## config.mk

```make
export PLATFORM = sky130hd
export DESIGN_NAME = i2cw_slave
export DESIGN_NICKNAME = d
export VERILOG_FILES = /design/src/rtl/i2cw_pkg.sv /design/src/rtl/i2cw_sync.sv /design/src/rtl/i2cw_cond.sv /design/src/rtl/i2cw_engine.sv /design/src/rtl/i2cw_slave.sv
export SDC_FILE = /design/constraint.sdc
export NUM_CORES = 1
export LEC_CHECK = 0
export ABC_CLOCK_PERIOD_IN_PS = 2710
export BUFFER_PORTS_ARGS = -buffer_cell sky130_fd_sc_hd__buf_2
export CAP_MARGIN = 30
export CELL_PAD_IN_SITES_DETAIL_PLACEMENT = 1
export CELL_PAD_IN_SITES_GLOBAL_PLACEMENT = 1
export CORE_MARGIN = 2
export CORE_UTILIZATION = 45
export CTS_CLUSTER_DIAMETER = 100
export CTS_CLUSTER_SIZE = 40
export DETAILED_ROUTE_END_ITERATION = 10
export PLACE_DENSITY = 0.77
export SYNTH_ARGS = -nofsm -noshare
export SYNTH_HDL_FRONTEND = slang
export SYNTH_SLANG_ARGS = --single-unit
```

## constraint.sdc

```tcl
create_clock -name clk -period 2.71 [get_ports clk]
set_clock_uncertainty 0.05 [all_clocks]
set_input_delay 0 -clock clk [delete_from_list [all_inputs] [get_ports clk]]
set_output_delay 0 -clock clk [all_outputs]
set_load 0.02 [all_outputs]
```

## src/rtl/i2cw_pkg.sv

```systemverilog
package i2cw_pkg;
    // Fixed upper part of the slave address.
    localparam logic [4:0] ADDR_HI_BITS = 5'b01011;

    // Transfer phase of the protocol engine.
    typedef enum logic [1:0] {
        ST_IDLE = 2'd0,
        ST_ADDR = 2'd1,
        ST_WR   = 2'd2,
        ST_RD   = 2'd3
    } eng_state_t;
endpackage

```

## src/rtl/i2cw_sync.sv

```systemverilog
// Multi-stage synchronizer for asynchronous bus pins.
// Assumes the lines idle high, so the reset value is 1 to avoid false edges.
module i2cw_sync #(
    parameter int WIDTH  = 2,
    parameter int STAGES = 2
) (
    input  logic             clk,
    input  logic             rst_n,
    input  logic [WIDTH-1:0] d,
    output logic [WIDTH-1:0] q
);
    logic [WIDTH-1:0] pipe [STAGES];

    genvar s;
    generate
        for (s = 0; s < STAGES; s++) begin : g_stage
            // Register one synchronizer stage.
            always_ff @(posedge clk) begin
                if (!rst_n) begin
                    pipe[s] <= '1;
                end else begin
                    if (s == 0) pipe[s] <= d;
                    else        pipe[s] <= pipe[(s == 0) ? 0 : s - 1];
                end
            end
        end
    endgenerate

    assign q = pipe[STAGES-1];
endmodule

```

## src/rtl/i2cw_cond.sv

```systemverilog
// Bus condition detector: SCL edges and start/stop conditions.
// Assumes synchronized inputs. Start and stop need SCL high in both samples.
module i2cw_cond (
    input  logic clk,
    input  logic rst_n,
    input  logic scl_s,
    input  logic sda_s,
    output logic scl_rise,
    output logic scl_fall,
    output logic start_p,
    output logic stop_p
);
    logic scl_q, sda_q;

    // Hold the previous sample of both lines.
    always_ff @(posedge clk) begin
        if (!rst_n) begin
            scl_q <= 1'b1;
            sda_q <= 1'b1;
        end else begin
            scl_q <= scl_s;
            sda_q <= sda_s;
        end
    end

    assign scl_rise = scl_s & ~scl_q;
    assign scl_fall = ~scl_s & scl_q;
    assign start_p  = scl_s & scl_q & sda_q & ~sda_s;
    assign stop_p   = scl_s & scl_q & ~sda_q & sda_s;
endmodule

```

## src/rtl/i2cw_engine.sv

```systemverilog
// Protocol engine: address match, write word assembly, read serialization.
// Assumes one-cycle strobes from i2cw_cond and SCL low for at least two
// system clocks after each falling edge.
module i2cw_engine
    import i2cw_pkg::*;
#(
    parameter int BYTE_W = 8
) (
    input  logic                clk,
    input  logic                rst_n,
    input  logic                scl_s,
    input  logic                sda_s,
    input  logic                scl_rise,
    input  logic                scl_fall,
    input  logic                start_p,
    input  logic                stop_p,
    input  logic [1:0]          addr_lo,
    input  logic                busy,
    input  logic [2*BYTE_W-1:0] rd_data,
    output logic                sda_oe,
    output logic                cmd_valid,
    output logic [2*BYTE_W-1:0] cmd_word
);
    localparam int WORD_W = 2 * BYTE_W;
    localparam int ADDR_W = BYTE_W - 1;
    localparam int CNT_W  = $clog2(BYTE_W + 2);
    localparam logic [CNT_W-1:0] LAST_BIT = CNT_W'(BYTE_W - 1);
    localparam logic [CNT_W-1:0] ACK_CNT  = CNT_W'(BYTE_W);
    localparam logic [CNT_W-1:0] END_CNT  = CNT_W'(BYTE_W + 1);
    localparam logic [ADDR_W-1:0] MY_ADDR_BASE = ADDR_W'({ADDR_HI_BITS, 2'b00});

    eng_state_t        state;
    logic [CNT_W-1:0]  cnt;
    logic [BYTE_W-1:0] rx;
    logic [BYTE_W-1:0] hi_byte;
    logic              hi_done;
    logic              hit;
    logic              rd_mode;
    logic              mack;
    logic              second;
    logic [WORD_W-1:0] tx;
    logic [ADDR_W-1:0] my_addr;

    assign my_addr = MY_ADDR_BASE | ADDR_W'(addr_lo);

    // Main bus sequencer: steps on SCL edges, restarts on start/stop.
    always_ff @(posedge clk) begin
        if (!rst_n) begin
            state     <= ST_IDLE;
            cnt       <= '0;
            rx        <= '0;
            hi_byte   <= '0;
            hi_done   <= 1'b0;
            hit       <= 1'b0;
            rd_mode   <= 1'b0;
            mack      <= 1'b0;
            second    <= 1'b0;
            tx        <= '0;
            sda_oe    <= 1'b0;
            cmd_valid <= 1'b0;
            cmd_word  <= '0;
        end else begin
            cmd_valid <= 1'b0;
            if (start_p) begin
                state   <= ST_ADDR;
                cnt     <= '0;
                sda_oe  <= 1'b0;
                hi_done <= 1'b0;
            end else if (stop_p) begin
                state   <= ST_IDLE;
                cnt     <= '0;
                sda_oe  <= 1'b0;
                hi_done <= 1'b0;
            end else if (state != ST_IDLE) begin
                if (scl_rise) begin
                    if (cnt < ACK_CNT) begin
                        cnt <= cnt + 1'b1;
                        if (state != ST_RD) rx <= {rx[BYTE_W-2:0], sda_s};
                        if (state == ST_ADDR && cnt == LAST_BIT) begin
                            hit     <= (rx[ADDR_W-1:0] == my_addr) && !busy;
                            rd_mode <= sda_s;
                        end
                    end else if (cnt == ACK_CNT) begin
                        cnt <= END_CNT;
                        if (state == ST_RD) mack <= !sda_s;
                    end
                end else if (scl_fall) begin
                    if (cnt == ACK_CNT) begin
                        case (state)
                            ST_ADDR: begin
                                sda_oe <= hit;
                                if (hit && rd_mode) tx <= rd_data;
                            end
                            ST_WR:   sda_oe <= 1'b1;
                            default: begin
                                sda_oe <= 1'b0;
                                tx     <= {tx[WORD_W-2:0], 1'b0};
                            end
                        endcase
                    end else if (cnt == END_CNT) begin
                        cnt <= '0;
                        case (state)
                            ST_ADDR: begin
                                if (!hit) begin
                                    state  <= ST_IDLE;
                                    sda_oe <= 1'b0;
                                end else if (rd_mode) begin
                                    state  <= ST_RD;
                                    second <= 1'b0;
                                    sda_oe <= !tx[WORD_W-1];
                                end else begin
                                    state  <= ST_WR;
                                    sda_oe <= 1'b0;
                                end
                            end
                            ST_WR: begin
                                sda_oe <= 1'b0;
                                if (hi_done) begin
                                    cmd_word  <= {hi_byte, rx};
                                    cmd_valid <= 1'b1;
                                    hi_done   <= 1'b0;
                                end else begin
                                    hi_byte <= rx;
                                    hi_done <= 1'b1;
                                end
                            end
                            default: begin
                                if (mack && !second) begin
                                    second <= 1'b1;
                                    sda_oe <= !tx[WORD_W-1];
                                end else begin
                                    state  <= ST_IDLE;
                                    sda_oe <= 1'b0;
                                end
                            end
                        endcase
                    end else if (state == ST_RD && cnt != '0) begin
                        tx     <= {tx[WORD_W-2:0], 1'b0};
                        sda_oe <= !tx[WORD_W-2];
                    end
                end
            end
        end
    end


    sda_only_low_chk: assert property (@(posedge clk) disable iff (!rst_n)
        !$stable(sda_oe) |-> !scl_s);


    cmd_pulse_chk: assert property (@(posedge clk) disable iff (!rst_n)
        cmd_valid |=> !cmd_valid);


    cmd_from_write_chk: assert property (@(posedge clk) disable iff (!rst_n)
        cmd_valid |-> $past(state) == ST_WR);


    idle_release_chk: assert property (@(posedge clk) disable iff (!rst_n)
        (state == ST_IDLE) |-> !sda_oe);


    cnt_bound_chk: assert property (@(posedge clk) disable iff (!rst_n)
        cnt <= END_CNT);
endmodule

```

## src/rtl/i2cw_slave.sv

```systemverilog
// Top of the word-framed bus slave: synchronizer, condition detector and
// protocol engine. Assumes clk runs well above the SCL rate.
module i2cw_slave #(
    parameter int BYTE_W      = 8,
    parameter int SYNC_STAGES = 2
) (
    input  logic                clk,
    input  logic                rst_n,
    input  logic                scl_i,
    input  logic                sda_i,
    output logic                sda_oe,
    input  logic [1:0]          addr_lo,
    input  logic                busy,
    input  logic [2*BYTE_W-1:0] rd_data,
    output logic                cmd_valid,
    output logic [2*BYTE_W-1:0] cmd_word
);
    logic [1:0] pins_s;
    logic       scl_rise, scl_fall, start_p, stop_p;

    i2cw_sync #(.WIDTH(2), .STAGES(SYNC_STAGES)) u_sync (
        .clk   (clk),
        .rst_n (rst_n),
        .d     ({scl_i, sda_i}),
        .q     (pins_s)
    );

    i2cw_cond u_cond (
        .clk      (clk),
        .rst_n    (rst_n),
        .scl_s    (pins_s[1]),
        .sda_s    (pins_s[0]),
        .scl_rise (scl_rise),
        .scl_fall (scl_fall),
        .start_p  (start_p),
        .stop_p   (stop_p)
    );

    i2cw_engine #(.BYTE_W(BYTE_W)) u_eng (
        .clk       (clk),
        .rst_n     (rst_n),
        .scl_s     (pins_s[1]),
        .sda_s     (pins_s[0]),
        .scl_rise  (scl_rise),
        .scl_fall  (scl_fall),
        .start_p   (start_p),
        .stop_p    (stop_p),
        .addr_lo   (addr_lo),
        .busy      (busy),
        .rd_data   (rd_data),
        .sda_oe    (sda_oe),
        .cmd_valid (cmd_valid),
        .cmd_word  (cmd_word)
    );
endmodule

```

Word level (Yosys, flattened, before mapping)
Memories as Yosys holds them, arrays and structs flattened.
Index checks and enable logic that the tools add are counted.
W data, S select, Z words.

operators by class
  add/sub/neg operators = 1
  order comparisons = 1
  eq/ne operators = 20
  muxes and demuxes = 40
  bitwise logic cells = 24
  reductions and logical operators = 34

operator list
  cell                  number
  $mux W16              4
  $pmux W16 S2          1
  $reduce_and A9 Y1     3
  $mux W4               6
  $mux W1               21
  $reduce_and A7 Y1     3
  $reduce_and A6 Y1     3
  $not A1 Y1            15
  $reduce_bool A3 Y1    4
  $reduce_and A11 Y1    1
  $reduce_bool A2 Y1    5
  $ne A3 B3 Y1 const B  3
  $reduce_or A9 Y1      1
  $eq A4 B4 Y1 const B  2
  $mux W2               4
  $ne A2 B1 Y1 const B  4
  $and A1 B1 Y1         7
  $eq A7 B6 Y1          1
  $ne A2 B2 Y1 const B  3
  $ne A3 B1 Y1 const B  2
  $pmux W1 S2           3
  $logic_and A1 B1 Y1   5
  $logic_not A1 Y1      5
  $reduce_and A5 Y1     1
  other kinds (11)      13

storage, ports and cells
  flip-flop bits (word level) = 63
  memory bits (writable) = 4
  input bits = 23
  output and inout port bits = 18
  word-level logic and storage cells = 137
  memories = 1

memories
  memory       words  width  read ports  clocked after Yosys merged registers in  write ports  RTL line         source
  u_sync.pipe  2      2      2           0                                        2            i2cw_sync.sv:12  logic [WIDTH-1:0] pipe [STAGES];

Longest topological paths before layout
  word-level depth = 11
  mapped depth = 9
  gate-level depth less buffers = 6

By module
From an unflattened synthesis, not the netlist that was laid out.

unflattened totals
  cells, all modules = 321
  area total of the unflattened synthesis = 2960.3 µm²

modules (own cells, without submodules)
  module       times used  cells an instance  area each (µm²)  sequential area each (µm²)
  i2cw_engine  1           305                2770.2           1221.2
  i2cw_sync    1           8                  105.1            80.1
  i2cw_cond    1           8                  85.1             40.0

Worst setup path after synthesis
No wires, ideal clock.

  path kind = register to register
  from = register u_eng.cnt[0]
  to = register u_eng.tx[0]
  setup time = 0.072 ns
  arrival = 1.806 ns
  required time = 2.588 ns
  path slack = 0.782 ns
  cell stages (with the launch flop) = 9
  path buffers = 2
  clock period less this slack = 1.928 ns
  path through = dfxtp_1 inv_1 ha_1 buf_2 and3b_1 nor3b_2 o2111ai_4 buf_6 mux2i_1

between the ends
  longest elaborated chain between the ends = 4
  elaborated cells on any way between the ends = 10
  classes of those cells = eq/ne: 5; mux: 1; reduce/logical: 4

ends and longest elaborated chain
  element                                                                    RTL line            source
  start: declaration                                                         i2cw_engine.sv:33   logic [CNT_W-1:0] cnt;
  start signal: assignment                                                   i2cw_engine.sv:77   cnt <= cnt + 1'b1;
  parallel branches: the longest is 4 deep, another holds $reduce_and A9 Y1  -
  end signal: assignment                                                     i2cw_engine.sv:92   if (hit && rd_mode) tx <= rd_data;
  end signal: assignment                                                     i2cw_engine.sv:97   tx <= {tx[WORD_W-2:0], 1'b0};
  end signal: assignment                                                     i2cw_engine.sv:138  tx <= {tx[WORD_W-2:0], 1'b0};
  end: declaration                                                           i2cw_engine.sv:41   logic [WORD_W-1:0] tx;

Parallel ways; which one is timed is not known.
A chain may end at the register's enable or synchronous reset.

Final worst setup path
  from = register u_cond.scl_q
  to = register u_eng.hit

between the ends
  longest elaborated chain between the ends = 5
  elaborated cells on any way between the ends = 10
  classes of those cells = bitwise: 9; reduce/logical: 1

ends and longest elaborated chain
  element                                               RTL line                          source
  start: declaration                                    i2cw_cond.sv:13                   logic scl_q, sda_q;
  start signal: assignment                              i2cw_cond.sv:21                   scl_q <= scl_s;
  $and A1 B1 Y1                                         i2cw_cond.sv:28, i2cw_cond.sv:29
  $and A1 B1 Y1, on equally long branches (2 in a row)  i2cw_cond.sv:29, i2cw_cond.sv:28
  $not A1 Y1 (no line)                                  -
  $reduce_and A6 Y1 (no line) (*)                       -
  end signal: assignment                                i2cw_engine.sv:80                 hit <= (rx[ADDR_W-1:0] == my_addr) && !busy;
  end: declaration                                      i2cw_engine.sv:37                 logic hit;

Every way passes the cells marked *; elsewhere a longest branch is shown, timed or not.

==> impl_results.md <==
- Cell variety after synth: 55
- Ant diodes: 0
- FF+latch count, synth: 67
- CTS root buffer: clkbuf_8
- Vias in the first global route: 2520
- Worst hold path type: primary input to flip-flop
- Post-synth top area cell: dfxtp_1
- DRT antenna net count: 0
- Max-slew headroom: 54.1%
- Critical Path AT: 2.64 ns
- PortBufs: 40
- Final setup fails: 0
- Top_reg_cell synth: dfxtp_1
- Register area: 1340 um2
- Sequential fraction of the synthesis area: 41.0%
- FFs w/ async S/R, synth: 0%
- Max IR drop VDD: 0.000241 V
- Dpl cells: 458
- Max-Cap Viols: 0
- Nets: 411
- CTS resizes: 0
- CP Capture Type: flip-flop
- Drt pass-1 iters: 4
- Critical path data required time: 2.94 ns
- Fin. Hold Viols: 0
- Number of enable flip-flop cells after synthesis: 0
- Routed wire length: 7.38 mm
- Global-route wire length before repair: 11.9 mm
- Number of clock sinks: 67
- Post-CTS Setup Repair Bufs: 0
- Area Overhead vs Synth: 14.8%
- Synth area leaders: dfxtp_1, mux2i_1, nand2_1, mux2_2, ha_1
- Die area: 7970 um2
- Via density: 5.25
- Synthesized cell area: 3270 um2
- Clk slew on worst S/H paths: 0.08 ns
- Top Ports: 41
- TritonCTS clock tree: yes
- Initial DRC count: 96
- Gate Count Post-Synth: 336
- Final critical delay including setup and external delays: 2.41 ns
- Yosys warnings: 0
- Rows: 31
- Post-layout util: 52.6%
- Core area: 7140 um2
- Most frequent cell after synthesis: nand2_1
- Dpl hpwl: 5.09 mm
- FMAX: 414 MHz
- Die Width: 89.3 um
- Slew Limit Fails: 0
- Critical Path Fanout Max: 8
- CTS buffer count: 9
- Routability cong.: 0.828
- Pwr Density: 492 nW/um2
- Cts hold-fix bufs: 7
- Initial Utilization: 45.8%
- Die span in y: 89.3 um
- Layout cells sized above 1: 23.3%
- Number of remaining DRC errors: 0
- Clock latency on the worst-skew pair: 0.34 ns
- H-tree depth: 3
- RSZ-0062 raised after global routing: no
- LEAKAGE: 0.00150 uW
- Slew @ Worst Pin: 0.688 ns
- Setup TNS: 0 ns
- Final Cycle Share: 89.1%
- Area taken by multi-input logic gates: 1770 um2
- Clk buf depth: 2
- Fillcell total: 858
- Avg WL per Cell: 15.3 um
- Area share of the largest cell type after synthesis: 41.0%
- Largest net degree at the start of global routing: 73
- Mapped Nets: 370
- Gr usage total: 19.4%
- Syn avg cell area: 9.73 um2
- Global route overflow: 0
- Initial antenna violation count: 0
- Setup crit start kind: flip-flop
- Status: complete, no violations
- Non-filler cells, final: 481
- DR vias: 2527
- Crit Path Class: flip-flop to flip-flop
- Synth top cells by count: nand2_1, dfxtp_1, mux2i_1
-- layout by cell type (no fill, tap or decap), types with 2 or more instances in the layout --
cell           instances
dfxtp_1               67
clkinvlp_4             3
nor3b_1                4
o21ba_2                2
dlygate4sd3_1          7
clkbuf_8               9
and3b_1                2
nand3b_1               2
a211oi_1               2
nor2_1                14
a21oi_1                8
inv_1                 12
o21ai_0                2
mux2i_1               51
xor2_1                 2
nand4b_1               3
nand2b_1               8
mux2_2                15
inv_6                  3
a2111oi_0              2
ha_1                  11
nand2_1               69
xnor2_1                2
a31oi_1                2
buf_2                 40
and3_1                 2
buf_4                  3
nor3b_2                2
nand4_1                5
-- logic make-up (layout without fill, tap and decap cells) --
group                      after synthesis  count (layout)  synth area share [%]
and+or+nand+nor                        124             124                  19.2
buffers and inverters                   32              78                  4.93
adders and majority gates               11              11                  4.21
muxes                                   66              66                  20.8
AOI/OAI and AO/OA                       31              31                  8.00
DFF                                     67              67                  41.0
xor gates and xnor gates                 5               5                  1.91
-- state kept, by name, summed over array words and instances, names as in the netlist --
signal / flops
u_eng.rx: 8
u_eng.hi_byte: 8
u_cond.scl_q: 1
u_eng.mack: 1
u_eng.state: 2
u_eng.cnt: 4
u_eng.rd_mode: 1
u_eng.cmd_word: 16
u_eng.tx: 16
u_sync.pipe: 4
u_eng.second: 1
u_cond.sda_q: 1
u_eng.hi_done: 1
u_eng.hit: 1
u_eng.cmd_valid: 1
u_eng.sda_oe: 1
-- power breakdown --
part | total (uW) | leakage [uW] | switching (uW) | internal (uW)
clock | 783 | 0.0000848 | 436 | 347
combinational | 75.2 | 0.000879 | 46.0 | 29.2
sequential | 990 | 0.000541 | 3.32 | 987
-- critical path, stage by stage (launching register included) --
cell and delay (ns):
dfxtp_1 0.33, inv_1 0.07, ha_1 0.35, nand3b_1 0.18, a2111oi_2 0.54, nand4_1 0.14
dlygate4sd3_1 0.57, a21oi_1 0.12
-- routing by layer --
layer,GRT usage [%],vias up,part of all wire [%]
li1,-,1246,-
met1,23.8,1229,45
met2,33.1,44,50
met3,4.25,8,3.3
met4,7.60,0,1.3
met5,0,-,0
-- path summary, 6_finish.rpt --
path                                         from  cells past startpoint                end  slack [ns]
worst max register to register       u_cond.scl_q                      7          u_eng.hit        0.30
worst min register to register  u_sync.pipe[0][0]                      1  u_sync.pipe[1][0]        0.37
worst max-delay path                 u_cond.scl_q                      7          u_eng.hit        0.30
worst min-delay path                  rd_data[13]                      4       u_eng.tx[13]       0.005
-- stage by stage --
step / area (um2) / setup WS [ns] / power (uW) / hold slack (ns)
5_1_grt: 3750 / 0.169 / 1920 / 0.0331
4_1_cts: 3750 / 0.292 / 1870 / 0.00250
3_5_place_dp: 3500 / 0.550 / 1080 / 0.138
6_report: 3750 / 0.295 / 1850 / 0.00510
2_1_floorplan: 3270 / 0.782 / 1050 / 0.0515
3_3_place_gp: 3500 / 0.596 / 1080 / 0.130
-- area by class of cell --
cell class,instances,share of cell area (%)
clock buffers,9,3.30
multi-input cells,237,47.1
well taps,99,3.30
repair buffers,50,7.80
clock inverters,7,1.60
inverters,12,1.20
flip-flops and latches,67,35.7
No activity file was read; power rests on OpenSTA's default activity.
